$ cat src/rtl/drv_out_pkg.sv
`timescale 1ns/1ps
package drv_out_pkg;

  localparam int CFG_W = 7;

  typedef enum logic [1:0] {
    SRC_SEQ  = 2'b00,
    SRC_SW   = 2'b01,
    SRC_TICK = 2'b10,
    SRC_NONE = 2'b11
  } src_e;

  typedef enum logic [2:0] {
    DM_OD          = 3'd0,
    DM_OD_WPU_CORE = 3'd1,
    DM_PP_CORE     = 3'd2,
    DM_OD_WPU_RAIL = 3'd3,
    DM_PP_RAIL     = 3'd4,
    DM_SINK        = 3'd5,
    DM_HV          = 3'd6,
    DM_SAFE        = 3'd7
  } mode_e;

  // packed MSB first: rail [6:5], mode [4:2], src [1:0]
  typedef struct packed {
    logic [1:0] rail;
    mode_e      mode;
    src_e       src;
  } cfg_t;

  typedef struct packed {
    logic       pd;
    logic       wpu;
    logic       pp;
    logic       rail_up;
    logic [1:0] rail_sel;
    logic       hv;
  } pad_t;

  localparam pad_t PAD_SAFE = '0;

  function automatic logic pick_src(src_e s, logic seq_bit, logic sw_bit, logic tick);
    logic d;
    case (s)
      SRC_SEQ:  d = seq_bit;
      SRC_SW:   d = sw_bit;
      SRC_TICK: d = tick;
      default:  d = 1'b0;
    endcase
    return d;
  endfunction

  function automatic pad_t decode_drive(cfg_t c, logic d, logic hv_ok);
    pad_t p;
    p = PAD_SAFE;
    case (c.mode)
      DM_OD: p.pd = ~d;
      DM_OD_WPU_CORE: begin
        p.pd  = ~d;
        p.wpu = d;
      end
      DM_PP_CORE: begin
        p.pd = ~d;
        p.pp = d;
      end
      DM_OD_WPU_RAIL: begin
        p.pd       = ~d;
        p.wpu      = d;
        p.rail_up  = 1'b1;
        p.rail_sel = c.rail;
      end
      DM_PP_RAIL: begin
        p.pd       = ~d;
        p.pp       = d;
        p.rail_up  = 1'b1;
        p.rail_sel = c.rail;
      end
      DM_SINK: p.pd = 1'b1;
      DM_HV: begin
        p.pd = ~d;
        p.hv = d & hv_ok;
      end
      default: p = PAD_SAFE;
    endcase
    return p;
  endfunction

endpackage

$ cat src/rtl/drv_tick_gen.sv
`timescale 1ns/1ps
module drv_tick_gen #(
  parameter int HALF = 1250
) (
  input  logic clk,
  input  logic rst_n,
  input  logic run,
  output logic tick_q,
  output logic wrap_o
);
  localparam int CW = (HALF > 1) ? $clog2(HALF) : 1;
  localparam logic [CW-1:0] LAST = CW'(HALF - 1);

  logic [CW-1:0] cnt_q;

  assign wrap_o = run && (cnt_q == LAST);

  always_ff @(posedge clk) begin
    if (!rst_n || !run) begin
      cnt_q  <= '0;
      tick_q <= 1'b0;
    end else if (wrap_o) begin
      cnt_q  <= '0;
      tick_q <= ~tick_q;
    end else begin
      cnt_q  <= cnt_q + 1'b1;
    end
  end
endmodule

$ cat src/rtl/drv_pin_slice.sv
`timescale 1ns/1ps
module drv_pin_slice
  import drv_out_pkg::*;
#(
  parameter bit HV_OK = 1'b0
) (
  input  logic clk,
  input  logic rst_n,
  input  logic latched,
  input  cfg_t cfg,
  input  logic seq_bit,
  input  logic sw_bit,
  input  logic tick,
  output logic data_o,
  output pad_t pad_q
);
  pad_t pad_d;

  assign data_o = pick_src(cfg.src, seq_bit, sw_bit, tick);

  always_comb begin
    if (latched) pad_d = decode_drive(cfg, data_o, HV_OK);
    else         pad_d = PAD_SAFE;
  end

  always_ff @(posedge clk) begin
    if (!rst_n) pad_q <= PAD_SAFE;
    else        pad_q <= pad_d;
  end
endmodule

$ cat src/rtl/drv_out_ctrl.sv
`timescale 1ns/1ps
module drv_out_ctrl
  import drv_out_pkg::*;
#(
  parameter int N_OUT      = 10,
  parameter int HV_OUTS    = 6,
  parameter int SYS_CLK_HZ = 250_000_000,
  parameter int TICK_HZ    = 100_000
) (
  input  logic                   clk,
  input  logic                   rst_n,
  input  logic                   cfg_latched,
  input  logic [N_OUT-1:0]       seq_data,
  input  logic [N_OUT-1:0]       sw_data,
  input  logic [N_OUT*CFG_W-1:0] cfg_word,
  output logic [N_OUT-1:0]       pd_en,
  output logic [N_OUT-1:0]       wpu_en,
  output logic [N_OUT-1:0]       pp_en,
  output logic [N_OUT-1:0]       rail_up,
  output logic [2*N_OUT-1:0]     rail_sel,
  output logic [N_OUT-1:0]       hv_en
);
  localparam int HALF_RAW = SYS_CLK_HZ / (2 * TICK_HZ);
  localparam int HALF     = (HALF_RAW > 0) ? HALF_RAW : 1;

  logic             tick_q;
  logic             tick_wrap;
  logic [N_OUT-1:0] pin_data;

  drv_tick_gen #(.HALF(HALF)) tick_i (
    .clk    (clk),
    .rst_n  (rst_n),
    .run    (cfg_latched),
    .tick_q (tick_q),
    .wrap_o (tick_wrap)
  );

  for (genvar i = 0; i < N_OUT; i++) begin : g_pin
    cfg_t cfg_i;
    pad_t pad_i;

    assign cfg_i = cfg_t'(cfg_word[i*CFG_W +: CFG_W]);

    drv_pin_slice #(.HV_OK(i < HV_OUTS)) slice_i (
      .clk     (clk),
      .rst_n   (rst_n),
      .latched (cfg_latched),
      .cfg     (cfg_i),
      .seq_bit (seq_data[i]),
      .sw_bit  (sw_data[i]),
      .tick    (tick_q),
      .data_o  (pin_data[i]),
      .pad_q   (pad_i)
    );

    assign pd_en[i]         = pad_i.pd;
    assign wpu_en[i]        = pad_i.wpu;
    assign pp_en[i]         = pad_i.pp;
    assign rail_up[i]       = pad_i.rail_up;
    assign rail_sel[2*i +: 2] = pad_i.rail_sel;
    assign hv_en[i]         = pad_i.hv;
  end
endmodule

$ cat config.mk
export PLATFORM = sky130hd
export DESIGN_NAME = drv_out_ctrl
export DESIGN_NICKNAME = d
export VERILOG_FILES = /design/src/rtl/drv_out_pkg.sv /design/src/rtl/drv_tick_gen.sv /design/src/rtl/drv_pin_slice.sv /design/src/rtl/drv_out_ctrl.sv
export SDC_FILE = /design/constraint.sdc
export NUM_CORES = 1
export LEC_CHECK = 0
export ABC_AREA = 1
export BUFFER_PORTS_ARGS = -buffer_cell sky130_fd_sc_hd__buf_2
export CORE_MARGIN = 2
export CORE_UTILIZATION = 47
export CTS_BUF_LIST = sky130_fd_sc_hd__clkbuf_4 sky130_fd_sc_hd__clkbuf_8
export DETAILED_ROUTE_END_ITERATION = 8
export PLACE_DENSITY = 0.82
export SYNTH_ARGS = -nofsm -noshare
export SYNTH_HDL_FRONTEND = slang
export SYNTH_SLANG_ARGS = --single-unit
$ cat constraint.sdc
create_clock -name clk -period 1.8 [get_ports clk]
set_clock_uncertainty 0.15 [all_clocks]
set_input_delay 0.36 -clock clk [delete_from_list [all_inputs] [get_ports clk]]
set_output_delay 0.36 -clock clk [all_outputs]
set_load 0.02 [all_outputs]
==> results.sh <==
export IMPL_htreeDepth=3
export IMPL_port_buffers=158
export IMPL_start_kind="register"
export IMPL_post_cts_resized=0
export IMPL_cts_sinks=78
export IMPL_path_common_cell="nand2_2"
export IMPL_crit_required_ns=1.87
export IMPL_yosys_warnings=0
export IMPL_rrSetupSlack_ns=0.26
export IMPL_setup_viol=0
export IMPL_drc_errors=0
export IMPL_clock_latency_ns=0.34
export IMPL_crit_chain="ha_1 -> nand3_1 -> nor2_2 -> nand2_2 -> nand2_2 -> a21oi_1"
export IMPL_die_height_um=87.26
export IMPL_finish_net_count=701
export IMPL_die_area_um2=7614
export IMPL_synth_simple_gate_area_share_pct=27.07
export IMPL_synthAdderAreaFrac_pct=0.7680
export IMPL_grt_pass1_wl_mm=12.00
export IMPL_p_leak_nw=2.307
export IMPL_cts_buffers=9
export IMPL_synth_compound_area_share_pct=10.22
export IMPL_period_minus_slack_ns=1.538
export IMPL_cts_root_buf="clkbuf_8"
export IMPL_netlist_instances=440
export IMPL_start_util_pct=48.22
export IMPL_synth_avg_cell_area_um2=7.405
export IMPL_maxSlewViolCount=0
export IMPL_drive_above_1_share_pct=32.84
export IMPL_rsz0062_at_grt="no"
export IMPL_dpl_hpwl_mm=6.202
export IMPL_area_growth_pct=32.14
export IMPL_grt_start_max_net_pins=21
export IMPL_power_mw=3.507
export IMPL_power_density_nw_per_um2=814.5
export IMPL_diodes=0
export IMPL_cts_tree="built"
export IMPL_reg2reg_depth=6
export IMPL_first_pass_iters=4
export IMPL_netlist_top_cells_area="dfxtp_1 (48%), nand3_1 (9.8%), inv_1 (9.7%)"
export IMPL_synth_seq_area_share_pct=47.93
export IMPL_regToRegEndpoint="tick_i.cnt_q[10]"
export IMPL_hold_start="cfg_word[20]"
export IMPL_via_count=3320
export IMPL_hold_viol=0
export IMPL_fin_setup_tns_ns=0
export IMPL_clockBufferDepth=2
export IMPL_hold_path_cell_count=3
export IMPL_cp_max_fo=11
export IMPL_nFillCells=626
export IMPL_ys_seq_elements=78
export IMPL_outcome="finished clean"
export IMPL_slowest_delay_ns=0.41
export IMPL_maxCapViolCount=0
export IMPL_track_usage_pct=20.11
export IMPL_routabilityCongestion=0.8137
export IMPL_synth_top_family_by_area="simple AND/OR/NAND/NOR gates"
export IMPL_fmax_mhz=650.2
export IMPL_crit_reg2reg_launch="tick_i.cnt_q[0]"
export IMPL_cts_setup_buffers=0
export IMPL_grt_overflow=0
export IMPL_min_to="g_pin[2].slice_i.pad_q[2]"
export IMPL_yosysUniqueCellTypes=25
export IMPL_fp_dieW_um=87.26
export IMPL_synthMuxAreaShare_pct=0
export IMPL_synth_xor_area_share_pct=1.075
export IMPL_path_class="register to register"
export IMPL_synth_top_area_share_pct=47.93
export IMPL_ctsHoldBuffers=0
export IMPL_finalCritPeriodShare_pct=85.44
export IMPL_grt_pass1_vias=2962
export IMPL_synth_top_cell_by_area="dfxtp_1"
export IMPL_ir_drop_v=0.0004505
export IMPL_crit_path_end_kind="register"
export IMPL_cp_arrival_ns=1.60
export IMPL_multiInputGateArea_um2=1290
export IMPL_hp_class="primary input to register"
export IMPL_place_ws_ns=0.2559
export IMPL_antenna_found_initial=0
export IMPL_drt_total_wl_mm=7.841
export IMPL_final_seq_area_um2=1562
export IMPL_dr_first_iter_drc_count=81
export IMPL_ioPinCount=163
export IMPL_cpMaxStageDelayCell="dfxtp_1"
export IMPL_netlist_area_um2=3258
export IMPL_avgRoutedWirePerCell_um=11.38
export IMPL_core_um2=6756
export IMPL_worst_slack_ns=0.2620
export IMPL_ant_nets=0
export IMPL_clk_pin_slew_ns=0.08
export IMPL_vias_per_cell=4.819
export IMPL_rows=30
placed cells by master (no fill, tap or decap), drive strengths merged, types with 2 or more instances in the layout:
master	synthesis	routed
a21oi	47	47
buf	10	162
clkbuf	0	11
clkinv	1	2
conb	1	4
dfxtp	78	78
ha	2	2
inv	89	90
nand2	48	48
nand3	64	64
nand4	3	3
nor2	66	66
nor3	13	13
o211ai	4	4
o21ai	9	9
xnor2	3	3
cell families (layout without fill, tap and decap cells):
group,Yosys count,count (layout)
XOR/XNOR,4,4
AO/OA/AOI/OAI,61,61
AND/OR/NAND/NOR,194,194
adder cells (fa/ha/maj),2,2
other,1,4
flip-flops,78,78
buffers and inverters,100,266
sequential cells by signal, indices dropped and copies added, names as in the netlist:
signal and count:
g_pin.slice_i.pad_q 66, tick_i.tick_q 1, tick_i.cnt_q 11
layer usage:
metal	track usage (%)	up-vias	share of wire [%]
li1	-	1715	-
met1	21.09	1477	39
met2	37.40	113	52
met3	4.455	15	6.6
met4	9.790	0	2.4
met5	0	-	0
how the worst max path moves through the flow:
| stage | startpoint | cells after the start | to |
|---|---|---|---|
| CTS | tick_i.cnt_q[0] | 6 | tick_i.cnt_q[10] |
| floorplan | tick_i.cnt_q[0] | 7 | tick_i.cnt_q[6] |
| detailed placement | cfg_latched | 5 | tick_i.cnt_q[10] |
| finish | tick_i.cnt_q[0] | 6 | tick_i.cnt_q[10] |
| global placement | cfg_latched | 5 | tick_i.cnt_q[10] |
| global route | tick_i.cnt_q[0] | 6 | tick_i.cnt_q[10] |
synth_stat cells:
| library cell | count |
|---|---|
| xor2_1 | 1 |
| inv_1 | 84 |
| o21ai_0 | 9 |
| nand4_1 | 3 |
| buf_2 | 1 |
| o21a_1 | 1 |
| nor2_1 | 57 |
| o211ai_1 | 4 |
| nand2_2 | 3 |
| nand2_1 | 45 |
| a21oi_1 | 43 |
| nor2_2 | 8 |
| clkinv_1 | 1 |
| nand3_1 | 64 |
| buf_4 | 7 |
| dfxtp_1 | 78 |
| nor2_4 | 1 |
| ha_1 | 2 |
| inv_2 | 5 |
| nor3_1 | 10 |
| nor3_2 | 3 |
| buf_6 | 2 |
| xnor2_1 | 3 |
| a21oi_2 | 4 |
| conb_1 | 1 |
layout make-up:
class | count | share of cell area (%)
Tap cell | 80 | 2.325
Sequential cell | 78 | 36.27
Clock inverter | 3 | 1.017
Inverter | 90 | 7.847
Multi-Input combinational cell | 265 | 29.96
Timing Repair Buffer | 162 | 19.06
Clock buffer | 11 | 3.516
critical path: cells and delay by family, from the launching register on:
kind / cells / cell delay, ns
flops: 1 / 0.41
fa+ha+maj: 1 / 0.17
simple gates: 4 / 0.59
compound gates: 1 / 0.08
report_power, final:
part | switching (mW) | leakage (nW) | internal [mW]
Clock | 0.591 | 0.102 | 0.704
Sequential | 0.0121 | 0.634 | 1.77
Combinational | 0.267 | 1.57 | 0.165
per-stage QoR:
step | hold slack, ns | std cells | instance area, µm² | util, %
finish | 0.07580 | 689 | 4305 | 63.72
floorplan | 0.2868 | 443 | 3269 | -
detailed placement | 0.3351 | 675 | 4110 | 60.83
global placement | 0.3129 | 675 | 4110 | 60.83
CTS | 0.06176 | 689 | 4305 | 63.72
global route | 0.06892 | 689 | 4305 | 63.72
Note: power is estimated with default switching activity, not from simulation.
